File: config.mk
export PLATFORM = sky130hd
export DESIGN_NAME = status_flag_reg
export DESIGN_NICKNAME = d
export VERILOG_FILES = /design/src/rtl/status_pkg.sv /design/src/rtl/arith_flag_bank.sv /design/src/rtl/sys_flag_bank.sv /design/src/rtl/status_flag_reg.sv
export SDC_FILE = /design/constraint.sdc
export NUM_CORES = 1
export LEC_CHECK = 0
export ABC_CLOCK_PERIOD_IN_PS = 1700
export BUFFER_PORTS_ARGS = -buffer_cell sky130_fd_sc_hd__buf_2
export CAP_MARGIN = 5
export CORE_AREA = 2 2 39 41
export DETAILED_ROUTE_END_ITERATION = 8
export DIE_AREA = 0 0 41 43
export PLACE_DENSITY = 0.63
export SLEW_MARGIN = 10
export SYNTH_ARGS = -nofsm -noshare
export SYNTH_HDL_FRONTEND = slang
export SYNTH_HIERARCHICAL = 1
export SYNTH_SLANG_ARGS = --single-unit
File: constraint.sdc
create_clock -name clk -period 1.7 [get_ports clk]
set_clock_uncertainty 0.15 [all_clocks]
set_input_delay 0.34 -clock clk [delete_from_list [all_inputs] [get_ports clk]]
set_output_delay 0.34 -clock clk [all_outputs]
set_load 0.02 [all_outputs]
File: src/rtl/status_pkg.sv
package status_pkg;

    localparam int unsigned ARITH_FLAGS = 4;
    localparam int unsigned STATUS_W    = 8;

    localparam int unsigned POS_C   = 0;
    localparam int unsigned POS_AC  = 1;
    localparam int unsigned POS_Z   = 2;
    localparam int unsigned POS_OV  = 3;
    localparam int unsigned POS_HLT = 4;
    localparam int unsigned POS_WTO = 5;

    typedef logic [ARITH_FLAGS-1:0] arith_t;

    typedef struct packed {
        logic wto;  // watchdog expired
        logic hlt;  // halt seen
    } sys_flags_t;

    typedef struct packed {
        logic timeout;
        logic clear;
        logic halt;
    } sys_evt_t;

    function automatic logic [STATUS_W-1:0] compose(input arith_t a, input sys_flags_t s);
        logic [STATUS_W-1:0] w;
        w           = '0;
        w[POS_OV:POS_C] = a;
        w[POS_HLT]  = s.hlt;
        w[POS_WTO]  = s.wto;
        return w;
    endfunction

endpackage

File: src/rtl/arith_flag_bank.sv
module arith_flag_bank
    import status_pkg::*;
#(
    parameter int unsigned NFLAGS = ARITH_FLAGS
) (
    input  logic              clk,
    input  logic              rst,
    input  logic              sw_wr,
    input  logic [NFLAGS-1:0] sw_val,
    input  logic [NFLAGS-1:0] alu_mask,
    input  logic [NFLAGS-1:0] alu_val,
    output logic [NFLAGS-1:0] flags_o
);

    genvar i;
    generate
        for (i = 0; i < NFLAGS; i++) begin : g_flag
            logic bit_q;
            always_ff @(posedge clk) begin
                if (rst)
                    bit_q <= 1'b0;
                else if (alu_mask[i])
                    bit_q <= alu_val[i];
                else if (sw_wr)
                    bit_q <= sw_val[i];
            end
            assign flags_o[i] = bit_q;

            assert_alu_wins_R8: assert property (@(posedge clk) disable iff (rst)
                alu_mask[i] |=> (flags_o[i] == $past(alu_val[i])));

            assert_hold_R10: assert property (@(posedge clk) disable iff (rst)
                (!alu_mask[i] && !sw_wr) |=> $stable(flags_o[i]));
        end
    endgenerate

endmodule

File: src/rtl/sys_flag_bank.sv
module sys_flag_bank
    import status_pkg::*;
(
    input  logic       clk,
    input  logic       rst,
    input  sys_evt_t   evt,
    output sys_flags_t flags_o
);

    sys_flags_t q, d;

    always_comb begin
        d = q;
        // halt-seen: halt sets, clear resets; halt dominates
        if (evt.halt)
            d.hlt = 1'b1;
        else if (evt.clear)
            d.hlt = 1'b0;
        // watchdog-expired: timeout dominates both clearing sources
        if (evt.timeout)
            d.wto = 1'b1;
        else if (evt.clear || evt.halt)
            d.wto = 1'b0;
    end

    always_ff @(posedge clk) begin
        if (rst)
            q <= '0;
        else
            q <= d;
    end

    assign flags_o = q;

    assert_timeout_sets_R7: assert property (@(posedge clk) disable iff (rst)
        evt.timeout |=> flags_o.wto);

    assert_halt_marks_R6: assert property (@(posedge clk) disable iff (rst)
        evt.halt |=> flags_o.hlt);

    assert_halt_wins_R9: assert property (@(posedge clk) disable iff (rst)
        (evt.halt && evt.clear) |=> flags_o.hlt);

    assert_clear_R5: assert property (@(posedge clk) disable iff (rst)
        (evt.clear && !evt.halt && !evt.timeout) |=> (!flags_o.hlt && !flags_o.wto));

endmodule

File: src/rtl/status_flag_reg.sv
module status_flag_reg
    import status_pkg::*;
#(
    parameter int unsigned ADDR_W   = 8,
    parameter int unsigned DATA_W   = STATUS_W,
    parameter logic [ADDR_W-1:0] REG_ADDR = 8'h0A
) (
    input  logic                   clk,
    input  logic                   rst,
    input  logic                   wr_en,
    input  logic [ADDR_W-1:0]      wr_addr,
    input  logic [DATA_W-1:0]      wr_data,
    input  logic [ARITH_FLAGS-1:0] alu_mask,
    input  logic [ARITH_FLAGS-1:0] alu_val,
    input  logic                   wdt_timeout,
    input  logic                   wdt_clear,
    input  logic                   halt_exec,
    output logic [STATUS_W-1:0]    status_o
);

    logic       sel_wr;
    arith_t     arith_q;
    sys_flags_t sys_q;
    sys_evt_t   evt;

    assign sel_wr = wr_en && (wr_addr == REG_ADDR);

    assign evt.timeout = wdt_timeout;
    assign evt.clear   = wdt_clear;
    assign evt.halt    = halt_exec;

    arith_flag_bank #(.NFLAGS(ARITH_FLAGS)) u_arith (
        .clk      (clk),
        .rst      (rst),
        .sw_wr    (sel_wr),
        .sw_val   (wr_data[ARITH_FLAGS-1:0]),
        .alu_mask (alu_mask),
        .alu_val  (alu_val),
        .flags_o  (arith_q)
    );

    sys_flag_bank u_sys (
        .clk     (clk),
        .rst     (rst),
        .evt     (evt),
        .flags_o (sys_q)
    );

    assign status_o = compose(arith_q, sys_q);

    assert_spare_zero_R1: assert property (@(posedge clk) disable iff (rst)
        status_o[STATUS_W-1:POS_WTO+1] == '0);

    assert_sw_blocked_R4: assert property (@(posedge clk) disable iff (rst)
        (wr_en && !wdt_timeout && !wdt_clear && !halt_exec)
            |=> $stable(status_o[POS_WTO:POS_HLT]));

    assert_foreign_addr_R3: assert property (@(posedge clk) disable iff (rst)
        (!sel_wr && alu_mask == '0 && !wdt_timeout && !wdt_clear && !halt_exec)
            |=> $stable(status_o));

endmodule

# After elaboration in Yosys (flattened, before gate mapping)
# Cells that the tools add are included.
dict set report op_classes {
  n_eq_ne 1
  mux 12
  n_reduce_logical 8
}
# operator count
set op_table {}
lappend op_table {{$mux 1} 12}
lappend op_table {{$reduce_bool 2->1} 6}
lappend op_table {{$eq 8x4->1 const B} 1}
lappend op_table {{$logic_and 1x1->1} 1}
lappend op_table {{$logic_or 1x1->1} 1}
dict set report word_totals {
  regBits 6
  in_bits 30
  output_inout_bits 8
}

# Logic depth before layout (Yosys ltp)
dict set report logic_depth {
  depth_word 4
  ltp_mapped 5
  ltp_nobuf 4
}

# Hierarchy
# The synthesis kept the hierarchy.
# mod instances cells_each area_per_inst_um2 seq_area_each_um2
set modules_own_cells {}
lappend modules_own_cells {arith_flag_bank 1 25 231.5 80.1}
lappend modules_own_cells {sys_flag_bank 1 8 72.6 40.0}
lappend modules_own_cells {status_flag_reg 1 6 51.3 0.0}

# Least setup slack after synthesis
# No wires, ideal clock.
dict set report synth_path {
  path_type {input-to-reg}
  from {input wr_addr[4]}
  to {register u_arith.g_flag[0].bit_q}
  setup_time_ps 122
  t_arrival_ps 1138
  required_time_ps 1428
  path_slack_ps 290
  stages 5
  n_path_buf 1
  path_cell_list {nor4b_2 > and4b_1 > buf_6 > mux2i_1 > a211oi_1}
}
dict set report synth_via {
  elab_chain_len 3
}
# element line
set synth_rtl {}
lappend synth_rtl {{start: declaration} status_flag_reg.sv:11} ;# input logic [ADDR_W-1:0] wr_addr,
lappend synth_rtl {{$eq 8x4->1} status_flag_reg.sv:26} ;# assign sel_wr = wr_en && (wr_addr == REG_ADDR);
lappend synth_rtl {{$logic_and 1x1->1} status_flag_reg.sv:26}
lappend synth_rtl {{net sel_wr} status_flag_reg.sv:21} ;# logic sel_wr;
lappend synth_rtl {{$reduce_bool 2->1 (no source line)} -}
lappend synth_rtl {{end signal: assignment} arith_flag_bank.sv:23} ;# bit_q <= alu_val[i];
lappend synth_rtl {{end signal: assignment} arith_flag_bank.sv:25} ;# bit_q <= sw_val[i];
lappend synth_rtl {{end: declaration} arith_flag_bank.sv:18} ;# logic bit_q;
# The timed path passes the listed nets, and every way through them passes these cells.
# A chain may end at the register's enable or synchronous reset.

# Final worst setup path
dict set report layout_path {
  from {input wr_addr[4]}
  to {register u_arith.g_flag[2].bit_q}
}
dict set report layout_via {
  elab_chain_len 3
}
# element line
set layout_rtl {}
lappend layout_rtl {{$eq 8x4->1} status_flag_reg.sv:26}
lappend layout_rtl {{$logic_and 1x1->1} status_flag_reg.sv:26}
lappend layout_rtl {{net sel_wr} status_flag_reg.sv:21}
lappend layout_rtl {{$reduce_bool 2->1 (no source line)} -}
lappend layout_rtl {{end signal: assignment} arith_flag_bank.sv:23}
lappend layout_rtl {{end signal: assignment} arith_flag_bank.sv:25}
lappend layout_rtl {{end: declaration} arith_flag_bank.sv:18}
# The timed path passes the listed nets, and every way through them passes these cells.

==> impl_metrics.csv <==
group,metric,value,unit
logic_synthesis,synth_area_leader_cell,"dfxtp_1",
grt,antenna_found_initial,0,
power_and_ir_drop,pwr-share-comb,20.9,%
cts,cts_tree,"yes",
cts,clkTransAtPathRegs,0.05,ns
status,status,"finished clean",
sta,setup_slack,0.3488,ns
cts,h-tree-depth,1,
die,initial_core_util,25.68,%
worst_setup_path,crit_path_max_fanout,2,
logic_synthesis,synth_edf_count,0,
detailed_routing,postRouteAntennaNets,0,
detailed_routing,routed_via_density,4.024,
die,die_w,41,um
run,maxCapViolCount,0,
hold_path,hold_path_depth,3,
worst_setup_path,ff2ff_path_depth,2,
grt,grt_max_degree,7,
worst_setup_path,cp.arrival,1.32,ns
worst_setup_path,crit_path_top_delay_cell,"and4b_1",
logic_synthesis,ys_seq_area_share,33.80,%
sta,setup_tns,0,ns
sta,fmax,740.1,MHz
worst_setup_path,cp-end-kind,"register",
worst_setup_path,crit_chain,"buf_2, nor4b_2, and4b_1, buf_4, mux2i_1, a211oi_1",
logic_synthesis,async_reset_ff_share,0,%
cts,ctsResizeCount,0,
sta,finalSetupViolCount,0,
detailed_routing,dr.pass1.iters,4,
die,dieHeight,43,um
power_and_ir_drop,p_sw_share,25.14,%
sta,min_period,1.351,ns
cts,cts_buffer_depth,2,
power_and_ir_drop,power_frac_seq,43.0,%
logic_synthesis,ys_top_cells_by_count,"6 x buf_4, 6 x dfxtp_1, 6 x inv_1",
place,io_buffers,31,
logic_synthesis,postSynthCellCount,39,
logic_synthesis,ys_types,14,
detailed_routing,drcViolationCount,0,
grt,first_global_vias,346,
sta,finalHoldViolations,0,
power_and_ir_drop,power_leakage,0.2747,nW
die,dieArea,1763,um^2
place,finalWeightedCongestion,0.5756,
die,core_area,1384,um^2
finish,fillers,155,
cts,worstSkewPairLatency,0.24,ns
power_and_ir_drop,pwr-share-clk,36.1,%
logic_synthesis,syn_area,355.3,um^2
detailed_routing,wl,736,um
grt,grt.total_usage,10.07,%
worst_setup_path,crit_type,"input port to register",
cts,hold_buffers,0,
logic_synthesis,synth_top_area_share,33.80,%
power_and_ir_drop,ir_worst_vdd,0.3228,mV
logic_synthesis,ys_top_cells_by_area,"dfxtp_1 34%, buf_4 13%, mux2i_1 11%, a211oi_1 8.5%, nor2b_1 7.0%",
place,dp_hpwl,635,um
sta,rsz0062_at_grt,"no",
logic_synthesis,synth_area_per_cell,9.111,um^2
detailed_routing,drt-initial-drc-count,1,
power_and_ir_drop,p_int,268.8,uW
finish,diodes,0,
worst_setup_path,critical_path.max_stage_delay,0.25,ns
sta,slew_viol_final,0,
grt,grt_overflow,0,
finish,syn_to_final_growth,45.07,%
logic_synthesis,yosys_warnings,6,
die,core.rowCount,14,
grt,grt_pass1_wl,1.207,mm
cts,cts_root_buffer,"clkbuf_4",
detailed_routing,vias,342,
cts,clock-sinks,6,
power_and_ir_drop,p_switching,90.25,uW
die,io_pins,38,
hold_path,hp-class,"input port to register",
logic_synthesis,synth_seq_cells,6,
finish,drive_gt1_share,53.62,%
detailed_routing,wire_per_inst,8.659,um
power_and_ir_drop,power.density,696.5,nW/um^2
worst_setup_path,startpoint_type,"input port",
worst_setup_path,crit_required,1.67,ns
logic_synthesis,synth_ff_type,"dfxtp_1",
place,pre_cts_ws,0.08542,ns
sta,post-route-period-util,79.48,%
cts,cts_setup_buffers,0,
finish,fin_nets,101,
cts,cts-buffers-inserted,3,
==> sequential cells by signal, indices dropped and copies added (netlist names) <==
register / count
u_arith/g_flag.bit_q: 4
u_sys/flags_o: 2
==> metrics by stage <==
stage / cells / power [mW] / instance area [um^2] / hold slack [ns] / utilization, %
finish: 85 / 0.3591 / 515.5 / 0.1811 / 37.25
global route: 85 / 0.3831 / 515.5 / 0.1865 / 37.25
CTS: 85 / 0.3701 / 515.5 / 0.1711 / 37.25
detailed placement: 82 / 0.2328 / 493.0 / 0.3165 / 35.62
global placement: 82 / 0.2308 / 493.0 / 0.3038 / 35.62
floorplan: 40 / 0.2038 / 359.1 / 0.2591 / -
==> path summary, 6_finish.rpt <==
check        slack [ns]        startpoint                      end
min                0.18       wdt_timeout         u_sys/flags_o[1]
max reg2reg        0.69  u_sys/flags_o[1]         u_sys/flags_o[1]
min reg2reg        0.34  u_sys/flags_o[0]         u_sys/flags_o[0]
max                0.35        wr_addr[4]  u_arith/g_flag[2].bit_q
==> placed cells by master (no fill, tap or decap), types with 2 or more instances in the layout <==
master	Yosys	routed
mux2i_1	4	4
clkbuf_4	0	3
a21oi_1	2	2
dfxtp_1	6	6
conb_1	1	2
inv_1	6	6
buf_4	6	2
nor2b_1	4	4
a211oi_1	4	4
buf_2	0	31
==> power groups by stage <==
stage	Clock [mW]	Combinational (mW)	Sequential [mW]
6_report	0.130	0.0750	0.154
5_1_grt	0.144	0.0832	0.156
4_1_cts	0.139	0.0762	0.154
3_5_place_dp	0	0.0757	0.157
3_3_place_gp	0	0.0742	0.157
2_1_floorplan	0	0.0430	0.161
==> kinds of logic (layout without fill, tap and decap cells) <==
group                  Yosys count  in the layout  share of synthesized area, %
buffers and inverters           13             42                         22.18
AND/OR/NAND/NOR                  9              9                         20.42
AO/OA/AOI/OAI                    6              6                         11.27
flip-flops                       6              6                         33.80
multiplexers                     4              4                         11.27
other                            1              2                         1.055
==> worst max-delay path, delay by kind of cell <==
kind            cells  cell delay, ns
compound gates      1            0.08
mux                 1            0.18
simple gates        2            0.49
buf+inv             2            0.23
==> layout make-up <==
| class | count | area, um^2 | area share, % |
|---|---|---|---|
| well taps | 16 | 20.02 | 3.883 |
| repair buffers | 33 | 170.2 | 33.01 |
| clock buffers | 3 | 22.52 | 4.369 |
| inverters | 6 | 22.52 | 4.369 |
| flip-flops and latches | 6 | 120.1 | 23.30 |
| multi-input cells | 21 | 160.2 | 31.07 |
==> routing by layer <==
metal	part of all wire, %	GRT usage [%]	routed length, um
met5	0	0	0
met4	0	7.333	0
met3	4.6	1.571	34
met2	64	18.44	469
met1	32	8.766	232
Power figures use the tool's default switching activity.
